**config.mk**
```make
export PLATFORM = sky130hd
export DESIGN_NAME = fault_check_seq
export DESIGN_NICKNAME = d
export VERILOG_FILES = /design/src/rtl/fcs_pkg.sv /design/src/rtl/fcs_spi_xfer.sv /design/src/rtl/fcs_settle_timer.sv /design/src/rtl/fcs_classify.sv /design/src/rtl/fault_check_seq.sv
export SDC_FILE = /design/constraint.sdc
export NUM_CORES = 1
export LEC_CHECK = 0
export BUFFER_PORTS_ARGS = -buffer_cell sky130_fd_sc_hd__buf_2
export CAP_MARGIN = 20
export CORE_MARGIN = 2
export CORE_UTILIZATION = 40
export CTS_CLUSTER_SIZE = 8
export DETAILED_ROUTE_END_ITERATION = 16
export GPL_TIMING_DRIVEN = 1
export SYNTH_ARGS = -nofsm -noshare
export SYNTH_HDL_FRONTEND = slang
export SYNTH_SLANG_ARGS = --single-unit
```
**constraint.sdc**
```tcl
create_clock -name clk_i -period 3 [get_ports clk_i]
set_input_delay 0.45 -clock clk_i [delete_from_list [all_inputs] [get_ports clk_i]]
set_output_delay 0.45 -clock clk_i [all_outputs]
set_load 0.02 [all_outputs]
```
**src/rtl/fcs_pkg.sv**
```systemverilog
package fcs_pkg;
  typedef enum logic [1:0] {
    ST_IDLE   = 2'd0,
    ST_XFER1  = 2'd1,
    ST_SETTLE = 2'd2,
    ST_XFER2  = 2'd3
  } seq_state_e;
endpackage

```
**src/rtl/fcs_spi_xfer.sv**
```systemverilog
module fcs_spi_xfer #(
  parameter int W   = 8,
  parameter int DIV = 4
) (
  input  logic         clk_i,
  input  logic         rst_ni,
  input  logic         go_i,
  input  logic [W-1:0] data_i,
  input  logic         miso_i,
  output logic         ce_no,
  output logic         sclk_o,
  output logic         mosi_o,
  output logic [W-1:0] rx_o,
  output logic         done_o
);
  localparam int NSTEP = 2 * W + 2;
  localparam int SW    = $clog2(NSTEP + 1);
  localparam int DW    = (DIV > 1) ? $clog2(DIV) : 1;

  logic          active_q;
  logic [SW-1:0] step_q;
  logic [SW-1:0] step_n;
  logic [DW-1:0] div_q;
  logic [W-1:0]  tx_q;
  logic          tick;

  assign tick   = (div_q == DW'(DIV - 1));
  assign step_n = step_q + SW'(1);

  always_ff @(posedge clk_i or negedge rst_ni) begin
    if (!rst_ni) begin
      active_q <= 1'b0;
      step_q   <= '0;
      div_q    <= '0;
      tx_q     <= '0;
      rx_o     <= '0;
      ce_no    <= 1'b1;
      sclk_o   <= 1'b0;
      mosi_o   <= 1'b0;
      done_o   <= 1'b0;
    end else begin
      done_o <= 1'b0;
      if (!active_q) begin
        if (go_i) begin
          active_q <= 1'b1;
          ce_no    <= 1'b0;
          step_q   <= '0;
          div_q    <= '0;
          tx_q     <= data_i;
        end
      end else if (!tick) begin
        div_q <= div_q + DW'(1);
      end else begin
        div_q <= '0;
        if (step_q == SW'(NSTEP - 1)) begin
          active_q <= 1'b0;
          ce_no    <= 1'b1;
          done_o   <= 1'b1;
        end else begin
          step_q <= step_n;
          if (step_n[0] && step_n != SW'(NSTEP - 1)) begin
            // rising edge: present next bit
            sclk_o <= 1'b1;
            mosi_o <= tx_q[W-1];
            tx_q   <= {tx_q[W-2:0], 1'b0};
          end else if (!step_n[0]) begin
            // falling edge: device samples mosi, master samples miso
            sclk_o <= 1'b0;
            rx_o   <= {rx_o[W-2:0], miso_i};
          end
        end
      end
    end
  end


  // SCLK only toggles inside a frame
  sclk_framed_chk: assert property (@(posedge clk_i) disable iff (!rst_ni)
    sclk_o |-> !ce_no);

  ce_edge_sclk_low_chk: assert property (@(posedge clk_i) disable iff (!rst_ni)
    ($fell(ce_no) || $rose(ce_no)) |-> !sclk_o);

  mosi_hold_low_chk: assert property (@(posedge clk_i) disable iff (!rst_ni)
    (!sclk_o && !$past(sclk_o) && !ce_no && !$past(ce_no)) |-> $stable(mosi_o));
endmodule

```
**src/rtl/fcs_settle_timer.sv**
```systemverilog
module fcs_settle_timer #(
  parameter int CYC = 8000
) (
  input  logic clk_i,
  input  logic rst_ni,
  input  logic arm_i,
  output logic expired_o
);
  localparam int CW = $clog2(CYC + 1);

  logic          run_q;
  logic [CW-1:0] cnt_q;

  always_ff @(posedge clk_i or negedge rst_ni) begin
    if (!rst_ni) begin
      run_q     <= 1'b0;
      cnt_q     <= '0;
      expired_o <= 1'b0;
    end else begin
      expired_o <= 1'b0;
      if (arm_i) begin
        run_q <= 1'b1;
        cnt_q <= '0;
      end else if (run_q) begin
        if (cnt_q == CW'(CYC - 1)) begin
          run_q     <= 1'b0;
          expired_o <= 1'b1;
        end else begin
          cnt_q <= cnt_q + CW'(1);
        end
      end
    end
  end
endmodule

```
**src/rtl/fcs_classify.sv**
```systemverilog
module fcs_classify #(
  parameter int W = 8
) (
  input  logic         clk_i,
  input  logic         rst_ni,
  input  logic         load_i,
  input  logic [W-1:0] cmd_i,
  input  logic [W-1:0] diag_i,
  output logic [W-1:0] short_o,
  output logic [W-1:0] open_o
);
  always_ff @(posedge clk_i or negedge rst_ni) begin
    if (!rst_ni) begin
      short_o <= '0;
      open_o  <= '0;
    end else if (load_i) begin
      short_o <= ~cmd_i & diag_i;  // on, pin still high
      open_o  <= cmd_i & ~diag_i;  // off, pin not pulled up
    end
  end


  flags_exclusive_chk: assert property (@(posedge clk_i) disable iff (!rst_ni)
    (short_o & open_o) == '0);

  flags_hold_chk: assert property (@(posedge clk_i) disable iff (!rst_ni)
    !load_i |=> ($stable(short_o) && $stable(open_o)));
endmodule

```
**src/rtl/fault_check_seq.sv**
```systemverilog
module fault_check_seq #(
  parameter int N_DEV      = 1,
  parameter int CLK_DIV    = 25,
  parameter int SETTLE_CYC = 8000,
  localparam int W         = 8 * N_DEV
) (
  input  logic         clk_i,
  input  logic         rst_ni,
  input  logic         start_i,
  input  logic [W-1:0] cmd_i,
  output logic         busy_o,
  output logic         done_o,
  output logic         ce_no,
  output logic         sclk_o,
  output logic         mosi_o,
  input  logic         miso_i,
  output logic [W-1:0] short_o,
  output logic [W-1:0] open_o
);
  import fcs_pkg::*;

  seq_state_e state_q;
  logic [W-1:0] cmd_q;
  logic [W-1:0] rx;
  logic [W-1:0] xfer_data;
  logic xfer_go, xfer_done, settled, load;

  assign xfer_go   = (state_q == ST_IDLE && start_i) || (state_q == ST_SETTLE && settled);
  assign xfer_data = (state_q == ST_IDLE) ? cmd_i : cmd_q;
  assign load      = (state_q == ST_XFER2) && xfer_done;
  assign busy_o    = (state_q != ST_IDLE);

  always_ff @(posedge clk_i or negedge rst_ni) begin
    if (!rst_ni) begin
      state_q <= ST_IDLE;
      cmd_q   <= '0;
      done_o  <= 1'b0;
    end else begin
      done_o <= load;
      unique case (state_q)
        ST_IDLE:   if (start_i) begin
                     cmd_q   <= cmd_i;
                     state_q <= ST_XFER1;
                   end
        ST_XFER1:  if (xfer_done) state_q <= ST_SETTLE;
        ST_SETTLE: if (settled)   state_q <= ST_XFER2;
        ST_XFER2:  if (xfer_done) state_q <= ST_IDLE;
        default:   state_q <= ST_IDLE;
      endcase
    end
  end

  fcs_spi_xfer #(.W(W), .DIV(CLK_DIV)) u_xfer (
    .clk_i  (clk_i),
    .rst_ni (rst_ni),
    .go_i   (xfer_go),
    .data_i (xfer_data),
    .miso_i (miso_i),
    .ce_no  (ce_no),
    .sclk_o (sclk_o),
    .mosi_o (mosi_o),
    .rx_o   (rx),
    .done_o (xfer_done)
  );

  fcs_settle_timer #(.CYC(SETTLE_CYC)) u_settle (
    .clk_i     (clk_i),
    .rst_ni    (rst_ni),
    .arm_i     (state_q == ST_XFER1 && xfer_done),
    .expired_o (settled)
  );

  fcs_classify #(.W(W)) u_class (
    .clk_i   (clk_i),
    .rst_ni  (rst_ni),
    .load_i  (load),
    .cmd_i   (cmd_q),
    .diag_i  (rx),
    .short_o (short_o),
    .open_o  (open_o)
  );

  // checker counter: clocks with CE high, saturating
  localparam int HW = $clog2(SETTLE_CYC + 1);
  logic [HW-1:0] hi_cnt_q;
  always_ff @(posedge clk_i or negedge rst_ni) begin
    if (!rst_ni)                          hi_cnt_q <= '0;
    else if (!ce_no)                      hi_cnt_q <= '0;
    else if (hi_cnt_q != HW'(SETTLE_CYC)) hi_cnt_q <= hi_cnt_q + HW'(1);
  end


  settle_gap_chk: assert property (@(posedge clk_i) disable iff (!rst_ni)
    ($fell(ce_no) && state_q == ST_XFER2) |-> hi_cnt_q == HW'(SETTLE_CYC));

  done_ends_busy_chk: assert property (@(posedge clk_i) disable iff (!rst_ni)
    done_o |-> (!busy_o && $past(busy_o)));

  done_pulse_chk: assert property (@(posedge clk_i) disable iff (!rst_ni)
    done_o |=> !done_o);

  no_frame_idle_chk: assert property (@(posedge clk_i) disable iff (!rst_ni)
    !busy_o |-> ce_no);
endmodule

```
## Word level (Yosys, flattened, before mapping)

Index checks and enable logic that the tools add are counted.

| cells by class | value |
|---|---|
| add/subtract/negate cells | 3 |
| equality and inequality tests | 17 |
| multiplexer cells | 39 |
| bitwise gates (word level) | 7 |
| reduce and logical (&&, ||, !) cells | 19 |

Operator list:

| operator | count |
|---|---|
| 2-to-1 mux 8 bit | 6 |
| 2-to-1 mux 13 bit | 3 |
| 2-to-1 mux 5 bit | 6 |
| 2-to-1 mux 1 bit | 19 |
| bitwise AND 8 bit | 2 |
| inverter 8 bit | 2 |
| AND reduction 4 bit | 4 |
| adder 13 x 1 -> 13 bit (second input constant) | 1 |
| equality test 13 bit (second input constant) | 1 |
| inequality test 2 bit (second input constant) | 6 |
| adder 5 x 1 -> 5 bit (second input constant) | 2 |
| equality test 5 bit (second input constant) | 2 |
| 2-to-1 mux 2 bit | 4 |
| inequality test 2 x 1 -> 1 bit (second input constant) | 4 |
| one-hot mux 2 bit (4 select lines) | 1 |
| AND reduction 3 bit | 2 |
| nonzero test 2 bit | 3 |
| logical AND 1 bit | 5 |
| inequality test 5 bit (second input constant) | 1 |
| AND reduction 5 bit | 1 |
| equality test 2 bit (second input constant) | 2 |
| AND reduction 2 bit | 2 |
| inverter 1 bit | 3 |
| equality test 2 x 1 -> 1 bit (second input constant) | 1 |
| other kinds (2) | 2 |

| word-level totals | value |
|---|---|
| register bits | 73 |
| bits of input ports | 12 |
| output and inout bits | 21 |
| word-level logic and storage cells | 102 |

## Logic depth before layout (Yosys ltp)

| depth | value |
|---|---|
| depth in word-level cells | 7 |
| gate-level depth with buffers | 7 |
| gate-level depth less buffers | 6 |

## By module

Synthesis repeated with hierarchy kept, for this count alone.

| unflattened totals | value |
|---|---|
| cells, all modules | 315 |
| area, all modules | 3619.7 µm² |

Modules (own cells, without submodules):

| module | times used | cells an instance | area an instance (µm²) | sequential area each (µm²) |
|---|---|---|---|---|
| fcs_spi_xfer | 1 | 124 | 1525.2 | 777.0 |
| fcs_settle_timer | 1 | 76 | 768.2 | 375.4 |
| fcs_classify | 1 | 67 | 680.7 | 400.4 |
| fault_check_seq | 1 | 48 | 645.6 | 275.3 |

## Least setup slack after synthesis

Ideal clock, no wire load.

| timing path | value |
|---|---|
| path type | reg-to-reg |
| start point | register state_q[0] |
| end point | register state_q[1] |
| setup time | 128 ps |
| data arrival time | 1700 ps |
| required time | 2872 ps |
| setup slack | 1172 ps |
| cell stages (with the launch flop) | 7 |
| path buffers | 1 |
| clock period less this slack | 1828 ps |
| cells stage by stage | dfrtp_1 -> inv_1 -> ha_1 -> buf_2 -> inv_2 -> o221ai_1 -> mux2_1 |

| on the way | value |
|---|---|
| word-level cells in the longest chain between the ends | 3 |
| elaborated cells on any way between the ends | 10 |
| classes of those cells | eq/ne: 7; mux: 1; reduce/logical: 2 |

RTL lines:

| what | RTL line | text |
|---|---|---|
| start: declaration | fault_check_seq.sv:22 | `seq_state_e state_q;` |
| start signal: assignment | fault_check_seq.sv:35 | `state_q <= ST_IDLE;` |
| start signal: assignment | fault_check_seq.sv:43 | `state_q <= ST_XFER1;` |
| start signal: assignment | fault_check_seq.sv:45 | `ST_XFER1: if (xfer_done) state_q <= ST_SETTLE;` |
| equality test 2 x 1 -> 1 bit (tied with other cells) | fault_check_seq.sv:40 | `unique case (state_q)` |
| inequality test 2 x 1 -> 1 bit (no line) or inequality test 2 bit (tied branches) | - |  |
| AND reduction 4 bit (no line) | - |  |

Parallel ways exist; a longest one is shown, timed or not.
A chain may end at the register's enable or synchronous reset.

## Worst setup path in the final report

| timing path | value |
|---|---|
| start point | register u_xfer.step_q[0] |
| end point | register u_xfer.mosi_o |

| on the way | value |
|---|---|
| word-level cells in the longest chain between the ends | 4 |
| elaborated cells on any way between the ends | 6 |
| classes of those cells | add/sub: 1; eq/ne: 2; bitwise: 1; reduce/logical: 2 |

RTL lines:

| what | RTL line | text |
|---|---|---|
| start: declaration | fcs_spi_xfer.sv:21 | `logic [SW-1:0] step_q;` |
| start signal: assignment | fcs_spi_xfer.sv:60 | `step_q <= step_n;` |
| adder 5 x 1 -> 5 bit | fcs_spi_xfer.sv:28 | `assign step_n = step_q + SW'(1);` |
| inequality test 5 bit | fcs_spi_xfer.sv:61 | `if (step_n[0] && step_n != SW'(NSTEP - 1)) begin` |
| logical AND 1 bit | fcs_spi_xfer.sv:61 |  |
| AND reduction 4 bit (no line) (*) | - |  |
| end signal: assignment | fcs_spi_xfer.sv:64 | `mosi_o <= tx_q[W-1];` |
| end: declaration | fcs_spi_xfer.sv:12 | `output logic mosi_o,` |

Every way passes the cells marked *; elsewhere a longest branch is shown, timed or not.

==> run_results.csv <==
group,metric,value,unit
status,status,"finished, final reports clean",
route,drtAntennaViolNets,0,
synthesis,synth_cells,357,
clock_network,clk_pin_slew,90,ps
final_layout,drive_gt1_share,15.78,%
route,drc,0,
sta,finalSetupViolCount,0,
pwr,ir_drop,0.0001754,V
global_route,grt_usage,15.37,%
synthesis,yosysMostFrequentCell,"dfrtp_1",
pwr,powerDensity,433.7,nW/µm²
clock_network,cts_hold_buf,0,
clock_network,clock_path_buffers,2,
clock_network,cts_sinks,73,
pwr,cellLeakagePower,2.001,nW
clock_network,cts-root-buf,"clkbuf_8",
sta,max_freq,441.8,MHz
final_layout,nNetsFinal,411,
sta,report.final.hold_viol_count,0,
floorplan,start_util,40.52,%
floorplan,rows,35,
route,wire_per_inst,13.69,µm
critical_path,max_stage_delay,620,ps
synthesis,yosys.area_share.simple,18.37,%
synthesis,synthDistinctLibCells,56,
final_layout,n_antenna_cell,0,
sta,rsz0062_at_grt,"false",
sta,tns,0,ps
synthesis,synth-seq-area-share,49.53,%
final_layout,final_cells,504,
final_layout,area_delta_synth_final,12.31,%
final_layout,fin_area,4145,µm²
critical_path,timing.reg2reg.setup_slack,740,ps
global_route,grt_first_pass_wirelength,12.23,mm
critical_path,cp_max_fo,14,
synthesis,syn-num-nets,380,
sta,worst_pin_slew,930.2,ps
global_route,grt_overflow_total,0,
floorplan,die-area,10010,µm²
route,drt_iter0_drc,143,
clock_network,clock_latency,350,ps
floorplan,ios,33,
final_layout,fill_cells,872,
sta,post-route-period-util,75.45,%
placement,numPortBuffers,32,
synthesis,synth_flop_cell,"dfrtp_1",
synthesis,synth_top_family_by_area,"simple AND/OR/NAND/NOR gates",
sta,fin_skew,14.95,ps
critical_path,arrival,2500,ps
route,first_pass_iters,4,
route,via_per_inst,5.325,
clock_network,cts_tree,"yes",
clock_network,post_cts_resized,0,
clock_network,cts_setup_buffers,0,
critical_path,startpoint_type,"flip-flop",
sta,fin_crit,2264,ps
synthesis,synth-adder-area-share,3.729,%
placement,gp_congestion,0.8319,
job,cap_violations,0,
final_layout,final_util,45.51,%
synthesis,yosys_warnings,0,
critical_path,path_cells,"ha_1 > nor3b_1 > a31oi_2 > o211a_1 > mux2_4",
synthesis,synth_compound_area_share,15.80,%
floorplan,die_x,100.1,µm
synthesis,netlist_area,3691,µm²
clock_network,cts_max_level,3,
synthesis,async_reset_ff_share,100.0,%
placement,dp_cells,488,
clock_network,cts_buffers,9,
route,vias,2684,
global_route,grt_max_degree,74,
critical_path,crit_path_top_delay_cell,"dfrtp_1",
critical_path,critPathKind,"reg -> reg",
global_route,antenna_found_initial,0,
synthesis,synth.area.mux_share,7.932,%
critical_path,end_kind,"flip-flop",
route,drt_wl_total,6.900,mm
placement,dpl-instance-area,3944,µm²
critical_path,critPathTopFamily,"compound AO/OA/AOI/OAI gates",
hold_path,hold_class,"in -> async",
synthesis,synth_top_area_share,48.81,%
synthesis,synth-edff-count,0,
synthesis,ys_ff_latch,73,
placement,place_hpwl,4.743,mm
synthesis,avgSynthCellArea,10.34,µm²
sta,relSlewSlack,37.83,%
synthesis,ys_top_cells_by_area,"dfrtp_1 49%, nand2_1 5.7%, mux2_1 5.5%",
critical_path,cp.buffers_inverters,0,
floorplan,fp.dieH,100.1,µm
synthesis,synth_xor_area_share,1.186,%
sta,final_max_slew_viol_count,0,
critical_path,worstPathRequired,3230,ps
global_route,first_global_vias,2602,
synthesis,synthTopCellsByCount,"72 x dfrtp_1, 56 x nand2_1, 22 x nand2b_1, 21 x o21ai_1, 18 x mux2_1",
floorplan,fp.coreArea,9109,µm²
synthesis,synth_area_leader_cell,"dfrtp_1",
-- state kept, by name, summed over array words and instances (netlist names), 2 cells and up --
signal / flops
u_xfer.tx_q: 8
u_xfer.rx_o: 8
u_class.short_o: 8
u_settle.cnt_q: 13
u_xfer.div_q: 5
cmd_q: 8
u_class.open_o: 8
state_q: 2
u_xfer.step_q: 5
-- kinds of logic (layout without fill, tap and decap cells) --
family | after synthesis | count (layout)
DFF | 73 | 73
adders and majority gates | 11 | 11
and+or+nand+nor | 129 | 129
muxes | 26 | 26
buffers and inverters | 31 | 67
xor gates and xnor gates | 5 | 5
AOI/OAI and AO/OA | 82 | 82
-- cell type report --
cell class / count / area (µm²) / area share [%]
Multi-Input combinational cell: 253 / 1735 / 41.87
Clock buffer: 9 / 123.9 / 2.988
Timing Repair Buffer: 34 / 177.7 / 4.286
Sequential cell: 73 / 1828 / 44.10
Inverter: 17 / 63.81 / 1.539
Tap cell: 111 / 138.9 / 3.350
Clock inverter: 7 / 77.57 / 1.871
-- power breakdown --
group | internal [mW] | switching, mW | total (mW)
Combinational | 0.00623 | 0.0226 | 0.0288
Clock | 0.391 | 0.394 | 0.785
Sequential | 0.984 | 0.000650 | 0.984
Total | 1.38 | 0.417 | 1.80
-- placed cells by master, fill, tap and decap left out, types with 3 or more instances in the layout --
| master | count |
|---|---|
| dfrtp_1 | 72 |
| nand2_1 | 56 |
| buf_2 | 31 |
| nand2b_1 | 22 |
| o21ai_1 | 21 |
| mux2_1 | 18 |
| inv_1 | 15 |
| a21oi_1 | 11 |
| o211ai_1 | 11 |
| ha_1 | 11 |
| nand3_1 | 10 |
| clkbuf_8 | 9 |
| nor2b_1 | 8 |
| a211o_1 | 7 |
| o2111ai_1 | 7 |
| nor2_1 | 6 |
| mux2i_1 | 6 |
| or4_1 | 5 |
| o21ai_0 | 5 |
| or3_1 | 4 |
| xor2_1 | 4 |
| nand4_1 | 3 |
| and3_1 | 3 |
| buf_4 | 3 |
-- layer usage --
| layer | wire length [µm] | GRT usage (%) | up-vias |
|---|---|---|---|
| met5 | 0 | 0 | - |
| met1 | 3553 | 21.32 | 1279 |
| met2 | 2949 | 22.77 | 55 |
| li1 | - | - | 1338 |
| met4 | 133 | 7.903 | 0 |
| met3 | 264 | 3.203 | 12 |
-- metrics by stage --
stage,worst slack (ps),hold WS (ps),power [mW]
6_report,736.5,213.2,1.798
5_1_grt,575.1,309.8,1.874
4_1_cts,733.2,254.5,1.831
3_5_place_dp,752.9,465.8,1.035
3_3_place_gp,805.5,457.3,1.035
2_1_floorplan,1172,154.4,1.005
-- final timing paths --
| kind | start | endpoint | cells after the start |
|---|---|---|---|
| worst max-delay path | u_xfer.step_q[0] | u_xfer.mosi_o | 5 |
| worst min-delay path | rst_ni | u_settle.cnt_q[11] | 1 |
| worst max register to register | u_xfer.step_q[0] | u_xfer.mosi_o | 5 |
| worst min register to register | u_class.open_o[4] | u_class.open_o[4] | 2 |
| max in group asynchronous | rst_ni | u_xfer.sclk_o | 1 |
| min in group clk_i | cmd_i[6] | cmd_q[6] | 2 |
Note: power is estimated with default switching activity, not from simulation.
